## src/rtl/sdram_col_pkg.sv

```systemverilog
package sdram_col_pkg;
   localparam logic [2:0] LEN_PAGE = 3'd7;

   typedef struct packed {
      logic page;  // page-length burst
      logic ilv;   // interleaved order in effect
      logic err;   // interleaved page-length request
   } col_mode_t;
endpackage

```

## src/rtl/col_mode_decode.sv

```systemverilog
module col_mode_decode
   import sdram_col_pkg::*;
#(
   parameter int CW    = 10,
   parameter int X8_W  = 10,
   parameter int X16_W = 9,
   parameter int X32_W = 8
) (
   input  logic [2:0]    len_i,
   input  logic          ilv_i,
   input  logic [1:0]    width_i,
   output logic [CW-1:0] blk_mask_o,
   output logic [CW-1:0] fld_mask_o,
   output col_mode_t     mode_o
);
   int fw;

   always_comb begin
      case (width_i)
         2'd0:    fw = X8_W;
         2'd1:    fw = X16_W;
         default: fw = X32_W;
      endcase
   end

   for (genvar b = 0; b < CW; b++) begin : g_fld
      assign fld_mask_o[b] = (b < fw);
   end

   always_comb begin
      blk_mask_o = '0;
      case (len_i)
         3'd1:     blk_mask_o[0]   = 1'b1;
         3'd2:     blk_mask_o[1:0] = 2'b11;
         3'd3:     blk_mask_o[2:0] = 3'b111;
         LEN_PAGE: blk_mask_o      = fld_mask_o;
         default:  blk_mask_o      = '0;
      endcase
   end

   always_comb begin
      mode_o.page = (len_i == LEN_PAGE);
      mode_o.err  = ilv_i & mode_o.page;
      mode_o.ilv  = ilv_i & ~mode_o.page;
   end
endmodule

```

## src/rtl/col_beat_gen.sv

```systemverilog
module col_beat_gen #(
   parameter int CW = 10
) (
   input  logic [CW-1:0] scol_i,
   input  logic [CW-1:0] cnt_i,
   input  logic [CW-1:0] blk_mask_i,
   input  logic [CW-1:0] fld_mask_i,
   input  logic          ilv_i,
   output logic [CW-1:0] col_o
);
   logic [CW-1:0] inner;

   assign inner = ilv_i ? (scol_i ^ cnt_i) : (scol_i + cnt_i);

   for (genvar b = 0; b < CW; b++) begin : g_bit
      assign col_o[b] = fld_mask_i[b] & (blk_mask_i[b] ? inner[b] : scol_i[b]);
   end
endmodule

```

## src/rtl/sdram_col_seq.sv

```systemverilog
module sdram_col_seq
   import sdram_col_pkg::*;
#(
   parameter int X8_W  = 10,
   parameter int X16_W = 9,
   parameter int X32_W = 8
) (
   input  logic            clk,
   input  logic            rst_n,
   input  logic            start_i,
   input  logic [X8_W-1:0] start_col_i,
   input  logic [2:0]      len_i,
   input  logic            ilv_i,
   input  logic [1:0]      width_i,
   input  logic            stop_i,
   output logic            beat_valid_o,
   output logic [X8_W-1:0] beat_col_o,
   output logic            beat_last_o,
   output logic            mode_err_o
);
   localparam int CW = X8_W;
   localparam logic [CW-1:0] ONE = CW'(1);

   if (X32_W < 3 || X16_W < X32_W || X8_W < X16_W) begin : g_bad_cfg
      $error("sdram_col_seq: field widths must satisfy 3 <= X32_W <= X16_W <= X8_W");
   end

   logic [CW-1:0] blk_d, fld_d;
   col_mode_t     mode_d;

   logic          act_q;
   logic [CW-1:0] cnt_q, scol_q, blk_q, fld_q;
   col_mode_t     mode_q;
   logic          last;

   col_mode_decode #(.CW(CW), .X8_W(X8_W), .X16_W(X16_W), .X32_W(X32_W)) u_dec (
      .len_i      (len_i),
      .ilv_i      (ilv_i),
      .width_i    (width_i),
      .blk_mask_o (blk_d),
      .fld_mask_o (fld_d),
      .mode_o     (mode_d)
   );

   col_beat_gen #(.CW(CW)) u_gen (
      .scol_i     (scol_q),
      .cnt_i      (cnt_q),
      .blk_mask_i (blk_q),
      .fld_mask_i (fld_q),
      .ilv_i      (mode_q.ilv),
      .col_o      (beat_col_o)
   );

   assign last = act_q & ~mode_q.page & (cnt_q == blk_q);

   always_ff @(posedge clk) begin
      if (!rst_n) begin
         act_q  <= 1'b0;
         cnt_q  <= '0;
         scol_q <= '0;
         blk_q  <= '0;
         fld_q  <= '0;
         mode_q <= '0;
      end else if (start_i) begin
         act_q  <= 1'b1;
         cnt_q  <= '0;
         scol_q <= start_col_i;
         blk_q  <= blk_d;
         fld_q  <= fld_d;
         mode_q <= mode_d;
      end else if (act_q) begin
         if (stop_i || last) act_q <= 1'b0;
         cnt_q <= cnt_q + ONE;
      end
   end

   assign beat_valid_o = act_q;
   assign beat_last_o  = last;
   assign mode_err_o   = act_q & mode_q.err;
endmodule


```

## config.mk

```make
export PLATFORM = sky130hd
export DESIGN_NAME = sdram_col_seq
export DESIGN_NICKNAME = d
export VERILOG_FILES = /design/src/rtl/sdram_col_pkg.sv /design/src/rtl/col_mode_decode.sv /design/src/rtl/col_beat_gen.sv /design/src/rtl/sdram_col_seq.sv
export SDC_FILE = /design/constraint.sdc
export NUM_CORES = 1
export LEC_CHECK = 0
export ABC_AREA = 1
export BUFFER_PORTS_ARGS = -buffer_cell sky130_fd_sc_hd__buf_2
export CAP_MARGIN = 20
export CORE_AREA = 4 4 73 75
export CTS_CLUSTER_SIZE = 8
export DETAILED_ROUTE_END_ITERATION = 8
export DIE_AREA = 0 0 77 79
export GPL_TIMING_DRIVEN = 0
export HOLD_SLACK_MARGIN = 0.08
export PLACE_DENSITY_LB_ADDON = 0.3
export RECOVER_POWER = 100
export SLEW_MARGIN = 20
export SYNTH_ARGS = -nofsm -noshare
export SYNTH_HDL_FRONTEND = slang
export SYNTH_SLANG_ARGS = --single-unit
export TNS_END_PERCENT = 10
```

## constraint.sdc

```tcl
create_clock -name clk -period 1.7 [get_ports clk]
set_input_delay 0.17 -clock clk [delete_from_list [all_inputs] [get_ports clk]]
set_output_delay 0.17 -clock clk [all_outputs]
set_load 0.03 [all_outputs]
```

==> implementation parameters <==
Parameter                              Value

Worst setup path
  Slowest-stage cell, CP    dfxtp_2
  Largest incremental delay on the critical path    0.36 ns
  Critical path arrival    1.94 ns
  Worst-path cell chain    ha_4 > nand2_2 > nor2_2 > nand2_2 > nand3_4 > nand3_4 > nand3_2 > nand2_1 > nor2_1 > nor2_1 > nor2_2 > buf_6
  Worst Setup End Kind    primary output
  Family with the most delay on the worst path    simple AND/OR/NAND/NOR gates
  Number of cells traversed by the worst register-to-register path    9
  Critical-path maximum fanout    5
  Total buffers and inverters traversed by the critical path    1
  Sort of element at the start of the critical path    flip-flop
  Data required time of the worst path    1.53 ns
  Crit path kind    flip-flop to primary output
  Startpoint of the lowest-slack register-to-register path    cnt_q[0]
  Setup slack, reg-to-reg    0.21 ns
  Endpoint of the most critical register-to-register path    cnt_q[8]

Synth
  Synthesized Nets    296
  Count of flip-flops with a built-in enable after synthesis    0
  Post-synth top cells    61 x nand2_1, 32 x dfxtp_1, 32 x inv_1
  Largest cells by area after synthesis    dfxtp_1 34%, nand2_1 12%, ha_1 6.7%
  Count of distinct cell types in the synthesized netlist    33
  Synthesis Warnings    0
  Post-Syn Area    0.00187 sq mm
  Syn Area/Cell    7.07 sq um
  Dominant synthesized flop cell    dfxtp_1
  Synthesized flop and latch total    32
  Async SR Flop Fraction    0
  Top cell type by total area after synthesis    dfxtp_1
  Sequential fraction of the synthesis area    0.342
  Top-count cell post-synth    nand2_1
  Top-area cell type share of the netlist area    0.342
  Gate count after technology mapping    265

Drt
  Sum of met3 wire segment lengths after detailed routing    149 um
  Residual antenna-violating net count after detailed routing    0
  DRC violation count after routing    0
  Routed wire length on met2    2380 um
  Detail-routed via count per cell    5.10
  Number of detailed-routing iterations run before antenna repair    4
  Number of DRC markers after the initial detailed-route iteration    between 100 and 150
  Routed metal-1 wirelength    2350 um
  Per-cell routed wire length    13.6 um
  Via count    1862
  WL final    about 5000 um
  Max Used Layer    met4

Die
  Die Height    79 um
  Core box area    0.00466 sq mm
  Placement row count    25
  Die outline area    0.00608 sq mm
  Count of boundary I/O pins    33
  Initial Utilization    0.402
  Die X-Extent    77 um

CTS
  Library cell used as clock root buffer    clkbuf_8
  Num CTS Buffers    5
  Clock sinks    32
  Register clock-pin slew on the reported worst setup and hold paths    0.06 ns
  TritonCTS clock tree    built
  Level count of the clock H-tree    2
  Clock network latency to the later pin of the worst-skew pair    0.29 ns
  Buffer depth of the longest clock path    2

Timing
  Total count of max-transition violations in the final report    0
  Unrepaired setup endpoints after global routing    true
  Shortest clock period the worst path allows after layout    2.11 ns
  Final clock skew    about 0.0066 ns
  Max_slew headroom    0.666
  Worst-case setup margin in the final layout    -0.414 ns
  Slew @ Worst Pin    0.502 ns
  Max Clock Freq    473 MHz
  Final number of setup-violating endpoints    10
  Number of hold violations in the final report    0
  Final clock period utilization by the worst path    1.24

GRT
  GRT Util Overall    0.174
  Pin count of the biggest net entering global routing    11
  Number of antenna violations at the first check in global routing    0
  Overflow left after global routing    0
  Wire length of the first global-routing pass    8400 um
  Vias in the first global route    1817

Final layout
  Share of cells above drive strength 1    0.302
  Share of the core filled with cells    0.540
  Synth-to-layout area growth    34.3%
  Antenna Cells    0
  Number of nets at the end of the flow    341
  Filler cell count in the final layout    440

Place
  Final weighted congestion in routability-driven placement    0.843
  Half-perimeter wire length after placement    3550 um
  I/O Buffers    32

Run status
  Status    finished, violations left
  Violated checks    setup timing

Hold path
  Hold Crit Depth    3
  Path class of the lowest-slack min-delay path    input pin to flip-flop
  Worst min-delay path startpoint    start_col_i[1]
  Sink of the worst hold path    scol_q[1]

Pwr
  Power Dens Cells    668 mW/mm^2
  Peak ir drop on the vdd network    about 0.45 mV
  Post-route total power    0.00168 W
  Leakage power    1.07 nW

Job
  Max-Cap Viols    0
==> metrics by stage <==
step	instance area (sq um)	setup slack, ns	hold slack, ns	TNS, ns	std cells
finish	2520	-0.414	0.0966	-2.94	365
global route	2520	-0.577	0.0958	-4.13	365
CTS	2450	-0.397	0.0951	-2.82	364
detailed placement	2160	-0.258	0.378	-1.36	351
global placement	2160	-0.251	0.375	-1.18	351
floorplan	1930	-0.133	0.273	-0.611	265
==> sequential cells by signal, summed over array words and instances, names as in the netlist <==
signal / flops
beat_valid_o: 1
blk_q: 6
cnt_q: 10
fld_q: 3
mode_q: 2
scol_q: 10
==> layout make-up <==
cell class	instances	area, sq um	area share
Tap cell	54	67.6	0.0268
Multi-Input combinational cell	192	1280	0.507
Buffer	6	27.5	0.0109
Inverter	35	131	0.0522
Timing Repair Buffer	38	259	0.103
Sequential cell	32	664	0.264
Clock buffer	8	90.1	0.0358
==> worst register-to-register path, cell delays in order, from the launching register on <==
cell and delay, ns:
dfxtp_4 0.36, buf_4 0.13, ha_1 0.18, nand3_2 0.10, nor2_2 0.13, nand2_1 0.07
nor2_2 0.11, nand3_1 0.10, o21ai_0 0.16, a21oi_1 0.05
==> cell families after synthesis <==
logic type,Yosys count,share of synthesized area
and+or+nand+nor,112,0.272
AOI/OAI and AO/OA,64,0.199
buffers and inverters,41,0.0868
DFF,32,0.342
adders and majority gates,11,0.0774
xor gates and xnor gates,5,0.0234
==> where the power goes <==
group	leakage, nW	switching [W]	internal (W)
Sequential	0.268	0.0000339	0.000775
Clock	0.0455	0.000280	0.000330
Combinational	0.756	0.000150	0.000112
Total	1.07	0.000464	0.00122
==> metal layers <==
metal  global-route usage  vias up
met5                    0        -
met1                0.230      853
met4               0.0552        0
met3               0.0385        6
li1                     -      979
met2                0.281       24
==> cell usage in the layout (no fill, tap or decap), types with 2 or more instances in the layout <==
| cell type | n |
|---|---|
| buf_2 | 21 |
| nand3_2 | 6 |
| nand3_1 | 11 |
| dfxtp_4 | 4 |
| clkbuf_8 | 6 |
| nor2_1 | 15 |
| xor2_1 | 2 |
| nand3_4 | 2 |
| o21ai_0 | 22 |
| nand2_1 | 58 |
| xnor2_1 | 3 |
| a22o_1 | 7 |
| dfxtp_1 | 21 |
| buf_6 | 7 |
| nand4_1 | 2 |
| buf_4 | 8 |
| inv_1 | 31 |
| dfxtp_2 | 7 |
| inv_2 | 4 |
| ha_4 | 9 |
| o21ai_1 | 2 |
| dlygate4sd3_1 | 2 |
| nor2_2 | 4 |
| a21oi_2 | 4 |
| nand2_2 | 4 |
| a21oi_1 | 17 |
| nor3_1 | 4 |
| o211ai_1 | 3 |
| o22ai_1 | 3 |
| clkbuf_1 | 8 |
==> worst max-delay path by stage <==
stage / start / to / slack [ns] / cells after the start
2_1_floorplan: cnt_q[0] / beat_col_o[8] / -0.13 / 11
3_3_place_gp: cnt_q[6] / beat_col_o[8] / -0.25 / 11
3_5_place_dp: cnt_q[6] / beat_col_o[8] / -0.26 / 11
4_1_cts: cnt_q[0] / beat_col_o[8] / -0.40 / 12
5_1_grt: cnt_q[3] / beat_col_o[9] / -0.58 / 12
6_report: cnt_q[3] / beat_col_o[9] / -0.41 / 12
==> timing repair <==
item                                    in CTS  in global routing
pin swaps                                    7                  5
hold buffers                                 2                  0
gates resized for setup                     39                 13
endpoints found under the setup margin      10                 10
setup buffers                                3                  1
endpoints found under the hold margin        2                  0
(Power assumes the default switching activity.)
